`src/rtl/tirq_pkg.sv`:
```
package tirq_pkg;
  // Word addresses of the register file
  localparam int unsigned WA_GATE  = 0;
  localparam int unsigned WA_STAT  = 1;
  localparam int unsigned WA_KIND  = 2;
  localparam int unsigned WA_SENSE = 3;
  localparam int unsigned WA_OMODE = 4;
  localparam int unsigned WA_OPOL  = 5;
  localparam int unsigned WA_INJ   = 6;

  // Trigger type as {kind, sense}
  typedef enum logic [1:0] {
    TRIG_LOW  = 2'b00,
    TRIG_HIGH = 2'b01,
    TRIG_FALL = 2'b10,
    TRIG_RISE = 2'b11
  } trig_e;
endpackage

```
`src/rtl/tirq_sync.sv`:
```
module tirq_sync #(
  parameter int W      = 32,
  parameter int STAGES = 2
) (
  input  logic         clk,
  input  logic         rst,
  input  logic [W-1:0] d,
  output logic [W-1:0] q
);
  logic [W-1:0] chain [STAGES];

  always_ff @(posedge clk) begin
    if (rst) begin
      for (int s = 0; s < STAGES; s++) chain[s] <= '0;
    end else begin
      chain[0] <= d;
      for (int s = 1; s < STAGES; s++) chain[s] <= chain[s-1];
    end
  end

  assign q = chain[STAGES-1];
endmodule

```
`src/rtl/tirq_detect.sv`:
```
module tirq_detect
  import tirq_pkg::*;
#(
  parameter int N = 32
) (
  input  logic         clk,
  input  logic         rst,
  input  logic [N-1:0] lvl,
  input  logic [N-1:0] kind,
  input  logic [N-1:0] sense,
  output logic [N-1:0] hit,
  output logic [N-1:0] act,
  output logic [N-1:0] is_edge
);
  logic [N-1:0] prev;

  always_ff @(posedge clk) begin
    if (rst) prev <= '0;
    else     prev <= lvl;
  end

  for (genvar i = 0; i < N; i++) begin : g_src
    trig_e t;
    logic  h, a;
    assign t = trig_e'({kind[i], sense[i]});
    always_comb begin
      h = 1'b0;
      a = 1'b0;
      unique case (t)
        TRIG_RISE: h = lvl[i] & ~prev[i];
        TRIG_FALL: h = ~lvl[i] & prev[i];
        TRIG_HIGH: a = lvl[i];
        default:   a = ~lvl[i];
      endcase
    end
    assign hit[i]     = h;
    assign act[i]     = a;
    assign is_edge[i] = kind[i];
  end
endmodule

```
`src/rtl/tirq_regs.sv`:
```
module tirq_regs
  import tirq_pkg::*;
#(
  parameter int N      = 32,
  parameter int ADDR_W = 3
) (
  input  logic              clk,
  input  logic              rst,
  input  logic              bus_sel,
  input  logic              bus_wr,
  input  logic [ADDR_W-1:0] bus_addr,
  input  logic [31:0]       bus_wdata,
  output logic [31:0]       bus_rdata,
  input  logic [N-1:0]      hit,
  input  logic [N-1:0]      act,
  input  logic [N-1:0]      is_edge,
  output logic [N-1:0]      gate,
  output logic [N-1:0]      kind,
  output logic [N-1:0]      sense,
  output logic              omode,
  output logic              opol,
  output logic [N-1:0]      pend
);
  logic         wr_any, rd_any;
  logic         wr_stat, wr_inj;
  logic [N-1:0] clr_mask, inj_mask, pend_nxt;

  assign wr_any   = bus_sel & bus_wr;
  assign rd_any   = bus_sel & ~bus_wr;
  assign wr_stat  = wr_any && (bus_addr == ADDR_W'(WA_STAT));
  assign wr_inj   = wr_any && (bus_addr == ADDR_W'(WA_INJ));
  assign clr_mask = wr_stat ? bus_wdata[N-1:0] : '0;
  assign inj_mask = wr_inj  ? bus_wdata[N-1:0] : '0;

  for (genvar i = 0; i < N; i++) begin : g_pend
    always_comb begin
      if (is_edge[i]) pend_nxt[i] = (pend[i] & ~clr_mask[i]) | hit[i] | inj_mask[i];
      else            pend_nxt[i] = act[i] | inj_mask[i];
    end
  end

  always_ff @(posedge clk) begin
    if (rst) begin
      gate  <= '0;
      kind  <= '0;
      sense <= '0;
      omode <= 1'b0;
      opol  <= 1'b0;
      pend  <= '0;
    end else begin
      pend <= pend_nxt;
      if (wr_any) begin
        case (bus_addr)
          ADDR_W'(WA_GATE):  gate  <= bus_wdata[N-1:0];
          ADDR_W'(WA_KIND):  kind  <= bus_wdata[N-1:0];
          ADDR_W'(WA_SENSE): sense <= bus_wdata[N-1:0];
          ADDR_W'(WA_OMODE): omode <= bus_wdata[0];
          ADDR_W'(WA_OPOL):  opol  <= bus_wdata[0];
          default: ;
        endcase
      end
    end
  end

  always_ff @(posedge clk) begin
    if (rst) begin
      bus_rdata <= '0;
    end else if (rd_any) begin
      case (bus_addr)
        ADDR_W'(WA_GATE):  bus_rdata <= 32'(gate);
        ADDR_W'(WA_STAT):  bus_rdata <= 32'(pend);
        ADDR_W'(WA_KIND):  bus_rdata <= 32'(kind);
        ADDR_W'(WA_SENSE): bus_rdata <= 32'(sense);
        ADDR_W'(WA_OMODE): bus_rdata <= {31'b0, omode};
        ADDR_W'(WA_OPOL):  bus_rdata <= {31'b0, opol};
        default:           bus_rdata <= '0;
      endcase
    end
  end

  AST_CLR_EDGE: assert property (@(posedge clk) disable iff (rst)
    wr_stat |=> ((pend & $past(is_edge & bus_wdata[N-1:0] & ~hit)) == '0));
  AST_LVL_TRACK: assert property (@(posedge clk) disable iff (rst)
    !wr_inj |=> (((pend ^ $past(act)) & $past(~is_edge)) == '0));
  AST_INJ_SET: assert property (@(posedge clk) disable iff (rst)
    wr_inj |=> (($past(bus_wdata[N-1:0]) & ~pend) == '0));
  AST_INJ_RDZERO: assert property (@(posedge clk) disable iff (rst)
    (rd_any && bus_addr == ADDR_W'(WA_INJ)) |=> (bus_rdata == '0));
endmodule

```
`src/rtl/tirq_out.sv`:
```
module tirq_out #(
  parameter int N = 32
) (
  input  logic         clk,
  input  logic         rst,
  input  logic [N-1:0] pend,
  input  logic [N-1:0] gate,
  input  logic         omode,
  input  logic         opol,
  output logic         irq_out
);
  logic any, any_q, req;

  assign any = |(pend & gate);
  assign req = omode ? (any & ~any_q) : any;

  always_ff @(posedge clk) begin
    if (rst) begin
      any_q   <= 1'b0;
      irq_out <= 1'b0;
    end else begin
      any_q   <= any;
      irq_out <= req ^ opol;
    end
  end

  AST_PULSE_ONE: assert property (@(posedge clk) disable iff (rst)
    (omode && $stable(opol) && (irq_out != opol)) |=> (irq_out == $past(opol)));
  AST_MASK_QUIET: assert property (@(posedge clk) disable iff (rst)
    (((pend & gate) == '0) && !omode && !opol) |=> !irq_out);
endmodule

```
`src/rtl/tirq_hub.sv`:
```
module tirq_hub #(
  parameter int N_SRC       = 32,
  parameter int ADDR_W      = 3,
  parameter int SYNC_STAGES = 2
) (
  input  logic              clk,
  input  logic              rst,
  input  logic [N_SRC-1:0]  irq_src,
  input  logic              bus_sel,
  input  logic              bus_wr,
  input  logic [ADDR_W-1:0] bus_addr,
  input  logic [31:0]       bus_wdata,
  output logic [31:0]       bus_rdata,
  output logic              irq_out
);
  logic [N_SRC-1:0] lvl, hit, act, is_edge;
  logic [N_SRC-1:0] gate, kind, sense, pend;
  logic             omode, opol;

  tirq_sync #(.W(N_SRC), .STAGES(SYNC_STAGES)) u_sync (
    .clk(clk), .rst(rst), .d(irq_src), .q(lvl)
  );

  tirq_detect #(.N(N_SRC)) u_det (
    .clk(clk), .rst(rst), .lvl(lvl), .kind(kind), .sense(sense),
    .hit(hit), .act(act), .is_edge(is_edge)
  );

  tirq_regs #(.N(N_SRC), .ADDR_W(ADDR_W)) u_regs (
    .clk(clk), .rst(rst), .bus_sel(bus_sel), .bus_wr(bus_wr),
    .bus_addr(bus_addr), .bus_wdata(bus_wdata), .bus_rdata(bus_rdata),
    .hit(hit), .act(act), .is_edge(is_edge), .gate(gate), .kind(kind),
    .sense(sense), .omode(omode), .opol(opol), .pend(pend)
  );

  tirq_out #(.N(N_SRC)) u_out (
    .clk(clk), .rst(rst), .pend(pend), .gate(gate), .omode(omode),
    .opol(opol), .irq_out(irq_out)
  );

  AST_RESET_QUIET: assert property (@(posedge clk)
    $past(rst) |-> !irq_out);
endmodule

```
`config.mk`:
```
export PLATFORM = sky130hd
export DESIGN_NAME = tirq_hub
export DESIGN_NICKNAME = d
export VERILOG_FILES = /design/src/rtl/tirq_pkg.sv /design/src/rtl/tirq_sync.sv /design/src/rtl/tirq_detect.sv /design/src/rtl/tirq_regs.sv /design/src/rtl/tirq_out.sv /design/src/rtl/tirq_hub.sv
export SDC_FILE = /design/constraint.sdc
export NUM_CORES = 1
export LEC_CHECK = 0
export ABC_AREA = 1
export BUFFER_PORTS_ARGS = -buffer_cell sky130_fd_sc_hd__buf_4
export CORE_MARGIN = 2
export CORE_UTILIZATION = 51
export DETAILED_ROUTE_END_ITERATION = 16
export PLACE_DENSITY = 0.75
export SLEW_MARGIN = 40
export SYNTH_ARGS = -nofsm -noshare
export SYNTH_HDL_FRONTEND = slang
export SYNTH_SLANG_ARGS = --single-unit
```
`constraint.sdc`:
```
create_clock -name clk -period 1.9 [get_ports clk]
set_input_delay 0.285 -clock clk [delete_from_list [all_inputs] [get_ports clk]]
set_output_delay 0.285 -clock clk [all_outputs]
set_load 0.01 [all_outputs]
```
==> flow_metrics.py <==
metrics = {
    "worst_setup_path": {
        "worst-path-max-fanout": 2,
        "critPathKind": "register to primary output",
        "cp-start-kind": "register",
        "crit_slowest_cell": "dfxtp_1",
        "crit_path_end_kind": "primary output",
        "cp-startpoint": "u_regs.bus_rdata[5]$_SDFFE_PP0P_",
        "cp_top_family": "flip-flops",
        "r2r_cells": 9,
        "r2r_end": "u_out.irq_out$_SDFF_PP0_",
        "path_cells": "buf_4",
        "cp.buffers_inverters": 1,
        "critPathRequiredTime_ps": 1620,
        "worstPathArrival_ps": 1080,
        "reg2reg_from": "u_regs.pend[10]$_SDFF_PP0_",
        "slowest_delay_ps": 390,
        "r2r_setup_slack_ps": 590,
    },
    "logic_synthesis": {
        "synth_top_area_cell": "dfxtp_1",
        "yosysSeqAreaShare": 0.512,
        "ys_ff_latch": 260,
        "synth.top_cell.area_share": 0.512,
        "synth_area_leaders": "dfxtp_1 (51%), a21oi_1 (9.6%), inv_1 (8.6%)",
        "syn_nets": 1434,
        "synthDistinctLibCells": 18,
        "synth_common_cells": "dfxtp_1 (260), inv_1 (232), a21oi_1 (196)",
        "synthArstFlopShare": 0,
        "synth_edf_count": 0,
        "ys.flop_type": "dfxtp_1",
        "syn_area_mm2": 0.0102,
        "syn_avg_cell_area_um2": 7.46,
        "yosys_warnings": 0,
        "syn-instance-count": 1363,
        "yosysMostFrequentCell": "dfxtp_1",
    },
    "grt": {
        "grt_pass1_vias": 8829,
        "grt_max_degree": 162,
        "grt_pass1_wl_mm": 42.3,
        "grt_overflow": 0,
        "grt_use_total": 0.239,
        "antenna_found_initial": 0,
    },
    "floorplan": {
        "die_height_um": 145,
        "pin_count": 104,
        "rows": 51,
        "die_area_mm2": 0.0211,
        "core-area_mm2": 0.0195,
        "initial_utilization": 0.521,
        "die_w_um": 145,
    },
    "placed_design": {
        "dp_hpwl_mm": 15.8,
        "gp_congestion": 0.799,
        "dp_cells": 1680,
        "place_ws_ps": 237,
        "io_buffers": 103,
    },
    "clock_tree": {
        "clockRootBuffer": "clkbuf_16",
        "numCtsBuffers": 27,
        "clk_latency_ps": 540,
        "cts.sinks": 260,
        "cts_max_path_buffers": 3,
        "cts_tree": "built",
        "clk_pin_slew_ps": 60,
        "htreeDepth": 1,
        "cts_resized": 0,
    },
    "routing": {
        "vias": 9148,
        "vias_per_cell": 5.20,
        "route.detailed.drc": 0,
        "wl_mm": 25.9,
        "drt-wirelength-per-cell_um": 14.7,
        "drt-initial-drc-count": 730,
        "ant_nets": 0,
        "drtPass1Iterations": 6,
    },
    "sta": {
        "final.min_clock_period_ps": 1360,
        "worst_pin_slew_ps": 755,
        "fin_crit_sh": 0.717,
        "finClkSkew_ps": 21.8,
        "fin_setup_tns_ps": 0,
        "rsz0062_at_grt": "no",
        "clock.fmax_ghz": 0.734,
        "setup_violations": 0,
        "setup_slack_ps": 537,
        "relSlewSlack": 0.497,
        "hold_violations": 0,
        "finalMaxSlewViolations": 0,
    },
    "finish": {
        "final_cells": 1758,
        "nFillCells": 1696,
        "drive_gt1_frac": 0.116,
        "finalNetCount": 1547,
        "n_antenna_cell": 0,
        "syn2layout_area_growth_pct": 22.7,
    },
    "pwr": {
        "p_sw_frac": 0.225,
        "power_frac_seq": 0.480,
        "combPwrFrac": 0.072,
        "p_switching_w": 0.00270,
        "p_int_w": 0.00932,
        "clock_power_share": 0.448,
        "power_density_mw_per_mm2": 964,
        "peakVddDrop_mv": 0.724,
        "power_leakage_nw": 4.97,
    },
    "status": {
        "status": "complete, no violations",
    },
    "min_path": {
        "hold_class": "primary input to register",
        "worstHoldPathCells": 3,
        "hold_end": "u_regs.pend[3]$_SDFF_PP0_",
        "min_from": "bus_wdata[3]",
    },
    "run": {
        "maxCapViolCount": 0,
    },
}
power groups by stage:
stage               registers, W  clock network, W  logic (W)
floorplan                0.00586                 0   0.000468
global placement         0.00588                 0   0.000783
detailed placement       0.00589                 0   0.000801
finish                   0.00577           0.00538   0.000864
global route             0.00579           0.00566   0.000970
CTS                      0.00577           0.00545   0.000857
flip-flops by register name, indices dropped and copies added (netlist names):
signal            count
u_det.prev           32
u_sync.chain         64
u_out.any_q           1
u_regs.omode          1
u_out.irq_out         1
u_regs.opol           1
u_regs.pend          32
u_regs.sense         32
u_regs.bus_rdata     32
u_regs.gate          32
u_regs.kind          32
area by class of cell:
class / instances / area [um^2] / share of cell area
flip-flops and latches: 260 / 5200 / 0.417
multi-input cells: 797 / 3800 / 0.305
repair buffers: 154 / 1340 / 0.107
inverters: 236 / 886 / 0.0710
clock buffers: 39 / 801 / 0.0642
well taps: 265 / 332 / 0.0266
clock inverters: 7 / 114 / 0.00913
logic make-up (layout without fill, tap and decap cells):
| kind of cell | count (synthesis) | count (layout) | share of synthesized area |
|---|---|---|---|
| simple gates | 377 | 377 | 0.151 |
| flops | 260 | 260 | 0.512 |
| buf+inv | 306 | 436 | 0.115 |
| compound gates | 420 | 420 | 0.222 |
worst max path at each step:
stage	endpoint	slack, ps	cells after the start
6_report	bus_rdata[5]	540	1
5_1_grt	u_out.irq_out$_SDFF_PP0_	430	9
4_1_cts	bus_rdata[5]	530	1
3_5_place_dp	u_regs.kind[9]$_SDFFE_PP0P_	240	7
3_3_place_gp	u_regs.kind[16]$_SDFFE_PP0P_	290	8
2_1_floorplan	u_regs.sense[12]$_SDFFE_PP0P_	590	6
cells in the final DEF (no fill, tap or decap):
cell             n
o21ai_1          1
a21oi_1        196
nand4_1          2
nor3_1           1
clkinv_2         3
buf_4          114
dlygate4sd3_1   32
nor2_2           2
nand3_2          1
clkbuf_16       27
nor2_1         112
inv_1          231
nand3_1         70
inv_2            5
o21ai_0        128
buf_12           8
clkbuf_1         4
nand2_1        188
inv_6            1
bufinv_16        3
o22ai_1         63
clkbuf_8         8
dfxtp_1        260
o211ai_1        32
nor4_4           1
per-stage QoR:
| step | hold slack [ps] | power (W) | area (um^2) | util |
|---|---|---|---|---|
| 2_1_floorplan | 388 | 0.00633 | 10200 | - |
| 6_report | 51.7 | 0.0120 | 12500 | 0.639 |
| 3_5_place_dp | 394 | 0.00669 | 11200 | 0.575 |
| 3_3_place_gp | 389 | 0.00667 | 11200 | 0.575 |
| 4_1_cts | 37.5 | 0.0121 | 12500 | 0.639 |
| 5_1_grt | 62.1 | 0.0124 | 12500 | 0.639 |
metal layers:
layer  global-route usage  routed length [um]  part of all wire
met5                    0                   0                 0
met4               0.0662                 659             0.025
met3               0.0314                1820             0.070
met2                0.396               11700              0.45
met1                0.329               11700              0.45
repair_timing:
action,4_1_cts,5_1_grt
hold buffers,32,0
endpoints found under the hold margin,32,0
buffers inserted,0,0
Power figures use the tool's default switching activity.
